[src/rtl/hpb_pkg.sv]
`timescale 1ns/1ps
package hpb_pkg;
  typedef enum logic [1:0] {
    SZ_BYTE = 2'd0,
    SZ_HALF = 2'd1,
    SZ_FULL = 2'd2,
    SZ_FULX = 2'd3
  } hpb_size_e;

  typedef enum logic [1:0] {
    ST_IDLE  = 2'd0,
    ST_WAIT  = 2'd1,
    ST_DATA  = 2'd2,
    ST_MERGE = 2'd3
  } hpb_state_e;
endpackage

[src/rtl/hpb_lane.sv]
`timescale 1ns/1ps
module hpb_lane #(
  parameter int DATA_W = 32,
  parameter int OFF_W  = $clog2(DATA_W / 8)
) (
  input  logic [1:0]        size,
  input  logic [OFF_W-1:0]  offset,
  input  logic [DATA_W-1:0] word_in,
  input  logic [DATA_W-1:0] wdata_in,
  output logic [DATA_W-1:0] rd_ext,
  output logic [DATA_W-1:0] wr_merged
);
  import hpb_pkg::*;
  localparam int LANES = DATA_W / 8;

  logic [OFF_W-1:0] half_idx;
  assign half_idx = offset >> 1;

  // Read side: pick the addressed lane and zero-extend it.
  always_comb begin
    rd_ext = '0;
    case (size)
      SZ_BYTE: rd_ext[7:0]  = word_in[int'(offset) * 8 +: 8];
      SZ_HALF: rd_ext[15:0] = word_in[int'(half_idx) * 16 +: 16];
      default: rd_ext       = word_in;
    endcase
  end

  // Write side: each byte lane takes the new data or keeps the old word.
  for (genvar b = 0; b < LANES; b++) begin : g_lane
    logic       take;
    logic [7:0] src;
    always_comb begin
      case (size)
        SZ_BYTE: begin
          take = (int'(offset) == b);
          src  = wdata_in[7:0];
        end
        SZ_HALF: begin
          take = (int'(half_idx) == (b / 2));
          src  = wdata_in[(b % 2) * 8 +: 8];
        end
        default: begin
          take = 1'b1;
          src  = wdata_in[b * 8 +: 8];
        end
      endcase
    end
    assign wr_merged[b * 8 +: 8] = take ? src : word_in[b * 8 +: 8];
  end
endmodule

[src/rtl/hpb_get_reg.sv]
`timescale 1ns/1ps
module hpb_get_reg #(
  parameter int DATA_W = 32
) (
  input  logic              clk,
  input  logic              rst,
  input  logic              load,
  input  logic [DATA_W-1:0] din,
  output logic [DATA_W-1:0] dout
);
  always_ff @(posedge clk) begin
    if (rst)       dout <= '0;
    else if (load) dout <= din;
  end
endmodule

[src/rtl/hpb_req_buf.sv]
`timescale 1ns/1ps
module hpb_req_buf #(
  parameter int ADDR_W = 20,
  parameter int DATA_W = 32
) (
  input  logic                clk,
  input  logic                rst,
  input  logic                accept,
  input  logic                in_write,
  input  logic [1:0]          in_size,
  input  logic [ADDR_W-1:0]   in_addr,
  input  logic [DATA_W-1:0]   in_wdata,
  input  logic                slot_grant,
  input  logic [DATA_W-1:0]   merged,
  output hpb_pkg::hpb_state_e state,
  output logic                op_write,
  output logic [1:0]          op_size,
  output logic [ADDR_W-1:0]   op_addr,
  output logic [DATA_W-1:0]   op_data,
  output logic                strobe,
  output logic                we,
  output logic                rd_done
);
  import hpb_pkg::*;

  logic full_word;
  assign full_word = op_size[1];

  always_ff @(posedge clk) begin
    if (rst) begin
      state    <= ST_IDLE;
      op_write <= 1'b0;
      op_size  <= 2'd0;
      op_addr  <= '0;
      op_data  <= '0;
    end else begin
      case (state)
        ST_IDLE: if (accept) begin
          op_write <= in_write;
          op_size  <= in_size;
          op_addr  <= in_addr;
          op_data  <= in_wdata;
          state    <= ST_WAIT;
        end
        ST_WAIT: if (slot_grant)
          state <= (op_write && full_word) ? ST_IDLE : ST_DATA;
        ST_DATA: if (op_write) begin
          op_data <= merged;
          state   <= ST_MERGE;
        end else begin
          state <= ST_IDLE;
        end
        ST_MERGE: if (slot_grant) state <= ST_IDLE;
        default: state <= ST_IDLE;
      endcase
    end
  end

  assign strobe  = slot_grant && (state == ST_WAIT || state == ST_MERGE);
  assign we      = strobe && op_write && (state == ST_MERGE || full_word);
  assign rd_done = (state == ST_DATA) && !op_write;
endmodule

[src/rtl/hub_post_buf.sv]
`timescale 1ns/1ps
module hub_post_buf #(
  parameter int ADDR_W = 20,
  parameter int DATA_W = 32,
  localparam int OFF_W   = $clog2(DATA_W / 8),
  localparam int WORD_AW = ADDR_W - OFF_W
) (
  input  logic               clk,
  input  logic               rst,
  input  logic               req_valid,
  input  logic               req_write,
  input  logic [1:0]         req_size,
  input  logic [ADDR_W-1:0]  req_addr,
  input  logic [DATA_W-1:0]  req_wdata,
  input  logic               get_req,
  output logic               stall,
  output logic [DATA_W-1:0]  get_data,
  input  logic               slot_grant,
  output logic               mem_strobe,
  output logic               mem_we,
  output logic [WORD_AW-1:0] mem_addr,
  output logic [DATA_W-1:0]  mem_wdata,
  input  logic [DATA_W-1:0]  mem_rdata
);
  import hpb_pkg::*;

  hpb_state_e        state;
  logic              op_write;
  logic [1:0]        op_size;
  logic [ADDR_W-1:0] op_addr;
  logic [DATA_W-1:0] op_data;
  logic [DATA_W-1:0] rd_ext;
  logic [DATA_W-1:0] merged;
  logic              rd_done;
  logic              busy;
  logic              rd_open;
  logic              accept;

  assign busy    = (state != ST_IDLE);
  assign rd_open = !op_write && (state == ST_WAIT || state == ST_DATA);
  assign accept  = req_valid && !busy;
  assign stall   = (req_valid && busy) || (get_req && rd_open);

  hpb_req_buf #(.ADDR_W(ADDR_W), .DATA_W(DATA_W)) u_buf (
    .clk        (clk),
    .rst        (rst),
    .accept     (accept),
    .in_write   (req_write),
    .in_size    (req_size),
    .in_addr    (req_addr),
    .in_wdata   (req_wdata),
    .slot_grant (slot_grant),
    .merged     (merged),
    .state      (state),
    .op_write   (op_write),
    .op_size    (op_size),
    .op_addr    (op_addr),
    .op_data    (op_data),
    .strobe     (mem_strobe),
    .we         (mem_we),
    .rd_done    (rd_done)
  );

  hpb_lane #(.DATA_W(DATA_W), .OFF_W(OFF_W)) u_lane (
    .size      (op_size),
    .offset    (op_addr[OFF_W-1:0]),
    .word_in   (mem_rdata),
    .wdata_in  (op_data),
    .rd_ext    (rd_ext),
    .wr_merged (merged)
  );

  hpb_get_reg #(.DATA_W(DATA_W)) u_get (
    .clk  (clk),
    .rst  (rst),
    .load (rd_done),
    .din  (rd_ext),
    .dout (get_data)
  );

  assign mem_addr  = op_addr[ADDR_W-1:OFF_W];
  assign mem_wdata = op_data;
endmodule

[config.mk]
export PLATFORM = sky130hd
export DESIGN_NAME = hub_post_buf
export DESIGN_NICKNAME = d
export VERILOG_FILES = /design/src/rtl/hpb_pkg.sv /design/src/rtl/hpb_lane.sv /design/src/rtl/hpb_get_reg.sv /design/src/rtl/hpb_req_buf.sv /design/src/rtl/hub_post_buf.sv
export SDC_FILE = /design/constraint.sdc
export NUM_CORES = 1
export LEC_CHECK = 0
export BUFFER_PORTS_ARGS = -buffer_cell sky130_fd_sc_hd__buf_2
export CORE_MARGIN = 5
export CORE_UTILIZATION = 39
export CTS_CLUSTER_SIZE = 12
export DETAILED_ROUTE_END_ITERATION = 8
export PLACE_DENSITY = 0.66
export SLEW_MARGIN = 0
export SYNTH_ARGS = -nofsm -noshare
export SYNTH_HDL_FRONTEND = slang
export SYNTH_HIERARCHICAL = 1
export SYNTH_SLANG_ARGS = --single-unit
[constraint.sdc]
create_clock -name clk -period 4.16 [get_ports clk]
set_input_delay 0.624 -clock clk [delete_from_list [all_inputs] [get_ports clk]]
set_output_delay 0.624 -clock clk [all_outputs]
set_load 0.01 [all_outputs]
After elaboration in Yosys (flattened, before gate mapping):

Cells that the tools add are included.

* flip-flop bits (word level): 89
* word-level logic and storage cells: 77
* bits of input ports: 92
* output and inout bits: 85

* muxes and demuxes: 23
* eq/ne operators: 15
* reductions and logical operators: 28
* shift operators: 2

Operator list (count)
* $mux 32: 2
* $pmux 32 s2: 1
* $mux 8: 6
* $pmux 8 s2: 3
* $shiftx 32x6->16: 1
* $shiftx 32x6->8: 1
* $mux 16: 1
* $reduce_and 4->1: 4
* $mux 2: 5
* $logic_and 1x1->1: 9
* $eq 2x2->1 const B: 4
* $logic_not 2->1: 4
* $ne 2x2->1 const B: 4
* $pmux 1 s2: 4
* $pmux 2 s4: 1
* $eq 2x1->1 const B: 3
* $ne 3x3->1 const B: 2
* $logic_or 1x1->1: 4
* $ne 4x4->1 const B: 1
* $reduce_bool 2->1: 2
* $reduce_and 3->1: 1
* $logic_not 1->1: 2
* $ne 2x1->1 const B: 1
* $reduce_and 2->1: 1
* $reduce_or 2->1: 1

Depth between registers and ports, before layout:

Gate-level depths: netlist (run 1).

* depth after elaboration: 6
* gate-level depth with buffers: 8
* gate-level depth less buffers: 6

By module:

Netlist (run 1), hierarchy kept.

By module, submodules not included
* hpb_req_buf: cells each 260, area each 2364.8 µm², seq. area each 1141.1 µm², times used 1
* hpb_lane: cells each 167, area each 1266.2 µm², seq. area each 0.0 µm², times used 1
* hpb_get_reg: cells each 103, area each 1163.6 µm², seq. area each 640.6 µm², times used 1
* hub_post_buf: cells each 7, area each 58.8 µm², seq. area each 0.0 µm², times used 1

Worst setup path before layout (run 1):

No wires, ideal clock.

* path type: reg2reg
* start: reg u_buf.op_size[1]
* end: reg u_buf.op_data[10]
* cell stages (with the launch flop): 6
* data required time: 4.041 ns
* library setup time: 0.119 ns
* buffers on the path: 1
* arrival: 1.639 ns
* period minus slack after synthesis: 1.757 ns
* slack: 2.403 ns
* path through: dfxtp_1 > buf_2 > nor2_2 > mux2_2 > mux2_2 > o221a_2

* cells in the longest elaborated chain, start to end: 5
* elaborated cells on any way between the ends: 8
* classes of those cells: eq/ne (2); mux (4); reduce/logical (2)

RTL lines
* from (decl): RTL line hpb_req_buf.sv:17 `output logic [1:0] op_size,`
* from (signal assigned): RTL line hpb_req_buf.sv:40 `op_size <= in_size;`
* $eq 2x1->1 / $logic_not 2->1 (equally long branches): RTL line hpb_lane.sv:34 `case (size)`
* $pmux 1 s2 *: RTL line hpb_lane.sv:34
* $mux 8 *: RTL line hpb_lane.sv:49 `assign wr_merged[b * 8 +: 8] = take ? src : word_in[b * 8 +: 8];`
* named net merged[10]: RTL line hub_post_buf.sv:33 `logic [DATA_W-1:0] merged;`
* $mux 32 *: RTL line hpb_req_buf.sv:47 `ST_DATA: if (op_write) begin`
* $pmux 32 s2 *: RTL line hpb_req_buf.sv:37 `case (state)`
* to (signal assigned): RTL line hpb_req_buf.sv:42 `op_data <= in_wdata;`
* to (signal assigned): RTL line hpb_req_buf.sv:48 `op_data <= merged;`
* to (decl): RTL line hpb_req_buf.sv:19 `output logic [DATA_W-1:0] op_data,`

The timed path passes the listed nets; every way through them passes the cells marked *. The select of a mux whose other input is x is not followed.
A chain may end at the register's enable or synchronous reset.

Worst setup path in the final report (run 1):

* start: reg u_buf.op_size[0]
* end: reg u_buf.op_data[3]

* cells in the longest elaborated chain, start to end: 4
* elaborated cells on any way between the ends: 5
* classes of those cells: eq/ne (2); mux (1); reduce/logical (2)

RTL lines (RTL line)
* $eq 2x1->1 / $logic_not 2->1 (equally long branches): hpb_lane.sv:34
* $pmux 1 s2 *: hpb_lane.sv:34
* $ne 2x2->1 (no source line) *
* $reduce_and 4->1 (no source line) *

Every way passes the cells marked *; elsewhere a longest branch is shown, timed or not.

==> results of run 1 <==
## layout by cell type, fill, tap and decap left out, types with 10 or more instances in the layout
cell type	count
a21oi_1	71
dfxtp_1	88
nor2b_1	10
and2_1	17
nand2_1	46
o221a_2	31
a22o_1	16
mux2_2	22
nor2_1	41
inv_1	37
mux2i_1	40
buf_2	176
## final timing paths
path / slack, ns / endpoint / cells past startpoint
max reg2reg: 1.61 / u_buf/op_data[3]$_SDFFE_PP0P_ / 4
max: 1.61 / u_buf/op_data[3]$_SDFFE_PP0P_ / 4
min: 0.45 / u_buf/op_addr[11]$_SDFFE_PP0P_ / 2
min reg2reg: 0.45 / u_buf/op_addr[11]$_SDFFE_PP0P_ / 2
## layout make-up
class | instances | share of cell area
clock inverter | 5 | 0.00633
sequential | 89 | 0.301
tap | 168 | 0.0354
inverter | 38 | 0.0240
multi-input combinational | 361 | 0.434
timing repair buffer | 183 | 0.157
clock buffer | 11 | 0.0426
## worst reg2reg max path, cell delays in order, from the launching register on
cell	delay, ns
dfxtp_1	0.82
nand2b_1	0.38
a21o_1	0.54
mux2_2	0.41
o221a_2	0.29
## stage by stage
stage | hold slack, ns | setup WS (ns)
after floorplan | 0.437 | 2.40
after global placement | 0.439 | 1.72
after detailed placement | 0.445 | 1.64
after CTS | 0.454 | 1.64
after global routing | 0.478 | 1.43
final | 0.453 | 1.61
## flip-flops by register name (all words and copies together) (netlist names)
| register | flops |
|---|---|
| u_buf/op_addr | 20 |
| u_buf/op_data | 32 |
| u_buf/op_size | 2 |
| u_buf/op_write | 1 |
| u_buf/state | 2 |
| u_get/dout | 32 |
## cell families after synthesis
| logic type | share of synthesized area |
|---|---|
| compound gates | 0.260 |
| simple gates | 0.125 |
| flops | 0.367 |
| buf+inv | 0.105 |
| mux | 0.140 |
| fa+ha+maj | 0.00258 |
## metal layers
layer,GRT usage,up-vias
li1,-,2213
met1,0.269,2117
met2,0.313,239
met3,0.0483,29
met4,0.0882,0
met5,0,-
## where the power goes
| group | switching, mW | total [mW] | internal (mW) |
|---|---|---|---|
| Clock | 0.350 | 0.791 | 0.441 |
| Sequential | 0.0792 | 0.997 | 0.917 |
| Combinational | 0.304 | 0.566 | 0.261 |
| Total | 0.733 | 2.35 | 1.62 |
==> flow_metrics.py, run 1 <==
metrics = {
    "sta": {
        "slew_headroom": 0.124,
        "finalCriticalPeriod_ns": 2.55,
        "final.setup.tns_ns": 0,
        "clock.fmax_mhz": 392,
        "grt_setup_unrepaired": "false",
        "tightest_slew_ns": 1.31,
        "maxSlewViolCount": 0,
        "setup_viol": 0,
        "period_share": 0.613,
        "skew_ns": 0.00488,
        "hold_viol_final": 0,
    },
    "yosys": {
        "yosys.area.top_type": "dfxtp_1",
        "synth.area.top_cells": "dfxtp_1 (37%), mux2i_1 (8.2%), a21oi_1 (7.3%)",
        "ys_warn_count": 6,
        "synth-seq-cells": 89,
        "ys_types": 43,
        "syn_avg_cell_area_um2": 9.04,
        "syn_area_um2": 4850,
        "yosysMostFrequentCell": "dfxtp_1",
        "syn_inst": 537,
        "synthArstFlopShare": 0,
        "synthTopCellsByCount": "dfxtp_1 (89), a21oi_1 (71), nand2_1 (46), nor2_1 (41), mux2i_1 (40)",
        "ys.flop_type": "dfxtp_1",
        "synth_edf_count": 0,
        "ys_seq_area_frac": 0.367,
        "synth_top_area_share": 0.367,
        "syn_nets": 630,
    },
    "die": {
        "dieWidth_um": 122,
        "fp-row-count": 40,
        "die_h_um": 122,
        "die_area_um2": 14800,
        "floorplan.initialDensity": 0.401,
        "ios": 177,
        "coreArea_um2": 12100,
    },
    "route": {
        "num_vias": 4598,
        "wl_met2_mm": 7.02,
        "drc": 0,
        "wl_met1_mm": 6.61,
        "dr.pass1.iters": 5,
        "routed_wl_mm": 15.6,
        "wl_per_cell_um": 18.2,
        "antenna_left": 0,
        "viasPerCell": 5.38,
        "topRoutingLayerUsed": "met4",
        "wl_met3_mm": 1.50,
        "drt_iter0_drc": 415,
    },
    "layout": {
        "final_cells": 855,
        "fin_area_um2": 5930,
        "fillers": 1248,
        "fin_nets": 775,
        "fin_util": 0.490,
        "syn_to_final_growth_pct": 22.2,
        "multiInputGateArea_um2": 2570,
        "drive_gt1_frac": 0.392,
        "diodes": 0,
        "seqCellArea_um2": 1780,
    },
    "critical_path": {
        "path_cells": "nand2b_1, a21o_1, mux2_2, o221a_2",
        "critPathKind": "flip-flop to flip-flop",
        "critPathBufInv": 0,
        "crit_start": "u_buf/op_size[0]$_SDFFE_PP0P_",
        "arrival_ns": 2.78,
        "required_ns": 4.39,
        "critPathTopFamily": "compound AO/OA/AOI/OAI gates",
        "cp_slowest_cell": "dfxtp_1",
        "critPathMaxFanout": 22,
        "max_stage_delay_ns": 0.82,
        "end_kind": "flip-flop",
        "critPathLaunchType": "flip-flop",
        "reg2reg_from": "u_buf/op_size[0]$_SDFFE_PP0P_",
    },
    "global_route": {
        "grt_antenna_before_repair": 0,
        "grt_pass1_vias": 4327,
        "grt_max_degree": 59,
        "grt_pass1_wl_mm": 23.3,
        "track_usage": 0.202,
        "grt-ovfl-total": 0,
    },
    "cts": {
        "path_clk_slew_ns": 0.07,
        "postCtsSetupBuffers": 0,
        "htree_levels": 3,
        "clock-sinks": 89,
        "clockBufferDepth": 2,
        "cts_made_buffers": 9,
        "hold_buffers": 0,
        "cts_resized": 0,
        "clk-insertion-delay-late_ns": 0.34,
        "cts_tree": "done",
        "root_buffer": "clkbuf_16",
    },
    "job": {
        "max_cap_violations": 0,
    },
    "placement": {
        "numPlacedInstances": 839,
        "dp_hpwl_mm": 11.7,
        "gp_congestion": 0.893,
        "io_buffer_count": 176,
        "place_area_um2": 5640,
    },
    "min_path": {
        "min_from": "u_buf/op_addr[11]$_SDFFE_PP0P_",
        "hold_class": "flip-flop to flip-flop",
    },
    "pwr": {
        "irDropWorstVdd_mv": 0.292,
        "power_density_nw_per_um2": 397,
        "power_mw": 2.35,
        "power_leakage_nw": 2.70,
    },
    "outcome": {
        "status": "completed",
    },
}
(Power assumes the default switching activity.)
==> run 2, diff against run 1 <==
- ABC_AREA: unset -> 1
- PLACE_DENSITY: 0.66 -> 0.65
- clock period: 4.16 -> 2.5 ns (I/O delays scaled with it)
==> run 2 against run 1 <==
- die area is 14% higher
- first-iteration DRC count is 46% higher
- clock skew is 0.0027 ns higher
- clock power is 81% higher
- register-to-register slack worse by 0.99 ns
- global-route usage is 2.0 points higher
- sequential power is 72% higher
- core utilization is 0.66 points lower
- clock-buffer cell count is 2 lower
- routed wire length is 20% higher
- sequential share of layout area is 3.7 points lower
- largest cell class unchanged
- synthesized cell count is 74% higher
==> flow_metrics.py, run 2 <==
metrics = {
    "outcome": {
        "status": "completed",
    },
    "sta": {
        "slew_headroom": 0.610,
        "skew_ns": 0.00755,
        "grt_setup_unrepaired": "false",
        "final.setup.tns_ns": 0,
        "setup_viol": 0,
        "tightest_slew_ns": 0.585,
        "clock.fmax_mhz": 482,
        "maxSlewViolCount": 0,
        "finalCriticalPeriod_ns": 2.07,
        "hold_viol_final": 0,
        "period_share": 0.830,
        "hold_slack_ns": 0.238,
    },
    "yosys": {
        "ys_warn_count": 6,
        "yosysMostFrequentCell": "nand2_1",
        "ys_seq_area_frac": 0.317,
        "synth-simple-area-share": 0.537,
        "yosys.area.top_type": "dfxtp_1",
        "ys_types": 26,
        "synth_edf_count": 0,
        "synth.area.top_cells": "dfxtp_1 (32%), nand2_1 (24%), nor2_1 (12%)",
        "syn_inst": 935,
        "yosys.area_share.adder": 0.00223,
        "synth_top_area_share": 0.317,
        "syn_nets": 1028,
        "ys.flop_type": "dfxtp_1",
        "muxShareOfSynthArea": 0,
        "syn_area_um2": 5620,
        "syn_avg_cell_area_um2": 6.01,
        "synthArstFlopShare": 0,
        "synth-seq-cells": 89,
        "synth_top_family_by_area": "simple AND/OR/NAND/NOR gates",
        "synthXorXnorAreaFrac": 0,
        "synthTopCellsByCount": "nand2_1 (355), nor2_1 (174), nand3_1 (108), dfxtp_1 (89), inv_1 (60)",
        "synth_compound_area_frac": 0.0267,
    },
    "layout": {
        "reg_top3": "u_buf/op_data (32), u_get/dout (32), u_buf/op_addr (20)",
        "fin_nets": 1171,
        "drive_gt1_frac": 0.214,
        "syn_to_final_growth_pct": 20.3,
        "final_cells": 1264,
        "final_cell_mix": "nand2_1 (355), buf_2 (176), nor2_1 (173)",
        "final_common_cell": "nand2_1",
    },
    "die": {
        "dieWidth_um": 130,
        "floorplan.initialDensity": 0.402,
        "die_area_um2": 16900,
        "ios": 177,
        "die_h_um": 130,
        "fp-row-count": 43,
        "coreArea_um2": 14000,
    },
    "cts": {
        "clock-sinks": 89,
        "root_buffer": "clkbuf_16",
        "cts_made_buffers": 9,
        "cts_tree": "done",
        "cts_resized": 0,
        "clockBufferDepth": 2,
        "htree_levels": 3,
        "hold_buffers": 0,
        "postCtsSetupBuffers": 0,
        "path_clk_slew_ns": 0.07,
        "clk-insertion-delay-late_ns": 0.35,
    },
    "placement": {
        "gp_congestion": 0.947,
        "dp_hpwl_mm": 13.7,
        "numPlacedInstances": 1247,
        "io_buffer_count": 176,
    },
    "critical_path": {
        "critPathLaunchType": "flip-flop",
        "cp_slowest_cell": "dfxtp_2",
        "critPathMaxFanout": 26,
        "critPathTopFamily": "flip-flops",
        "path_cells": "buf_4, nor2_1, nor3_1, buf_2",
        "required_ns": 2.12,
        "end_kind": "primary output",
        "critPathKind": "flip-flop to primary output",
        "arrival_ns": 1.70,
        "critPathBufInv": 2,
        "max_stage_delay_ns": 0.59,
    },
    "global_route": {
        "grt_antenna_before_repair": 0,
        "grt-ovfl-total": 0,
        "grt_pass1_vias": 5813,
        "grt_max_degree": 65,
        "grt_pass1_wl_mm": 29.8,
        "track_usage": 0.222,
    },
    "min_path": {
        "hold_class": "input port to flip-flop",
    },
    "job": {
        "max_cap_violations": 0,
    },
    "pwr": {
        "irDropWorstVdd_mv": 0.431,
        "power_leakage_nw": 3.74,
        "power_density_nw_per_um2": 668,
    },
    "route": {
        "drt_iter0_drc": 604,
        "routed_wl_mm": 18.7,
        "dr.pass1.iters": 6,
        "viasPerCell": 4.96,
        "num_vias": 6265,
        "wl_per_cell_um": 14.8,
        "antenna_left": 0,
        "drc": 0,
    },
}
-- run 2: cell types whose count changed in the layout (fill, tap and decap cells not counted), moves of 23 or more --
cell      before  now
nand2_1       46  355
nor2_1        41  173
nand3_1        1  108
a21oi_1       71    2
mux2i_1       40    0
nand3b_1       0   32
o221a_2       31    0
inv_1         37   60
-- run 2: cells by family after synthesis --
kind of cell,count (synthesis)
AND/OR/NAND/NOR,694
flip-flops,89
adder cells (fa/ha/maj),1
buffers and inverters,124
AO/OA/AOI/OAI,27
-- run 2: cell type report --
| type | count | area (um^2) |
|---|---|---|
| diodes | 1 | 2.50 |
| clock buffers | 9 | 225 |
| clock inverters | 7 | 81.3 |
| fillers | 1553 | 7230 |
| inverters | 68 | 260 |
| multi-input cells | 722 | 3190 |
| flip-flops and latches | 89 | 1780 |
| well taps | 180 | 225 |
| repair buffers | 188 | 996 |
-- run 2: path summary, 6_finish.rpt --
path / from / cells past startpoint / slack [ns] / endpoint
min reg2reg: u_get/dout[13]$_SDFFE_PP0P_ / 2 / 0.47 / u_get/dout[13]$_SDFFE_PP0P_
max: u_buf/op_size[1]$_SDFFE_PP0P_ / 4 / 0.43 / mem_we
min: rst / 2 / 0.24 / u_buf/state[1]$_SDFFE_PP0P_
max reg2reg: u_buf/state[0]$_SDFFE_PP0P_ / 10 / 0.62 / u_buf/state[0]$_SDFFE_PP0P_
-- run 2: power breakdown --
part           internal, mW  switching, mW  total (mW)  leakage [nW]
clock network         0.795          0.638        1.43         0.153
registers              1.56          0.143        1.71         0.731
logic                 0.495          0.882        1.38          2.86
total                  2.85           1.66        4.52          3.74
-- run 2: per-layer routing --
metal | part of all wire | global-route usage | vias to the layer above
li1 | - | - | 3183
met1 | 0.43 | 0.303 | 2742
met2 | 0.45 | 0.345 | 297
met3 | 0.093 | 0.0495 | 43
met4 | 0.025 | 0.0807 | 0
met5 | 0 | 0 | -
-- run 2: per-stage QoR --
step / power [mW] / setup slack (ns) / utilization / cell area, um^2
after floorplan: 2.70 / 1.09 / - / 5620
after global placement: 3.09 / 0.562 / 0.461 / 6450
after detailed placement: 3.10 / 0.468 / 0.461 / 6450
after CTS: 4.53 / 0.138 / 0.483 / 6760
after global routing: 4.80 / 0.294 / 0.483 / 6760
final: 4.52 / 0.426 / 0.483 / 6760
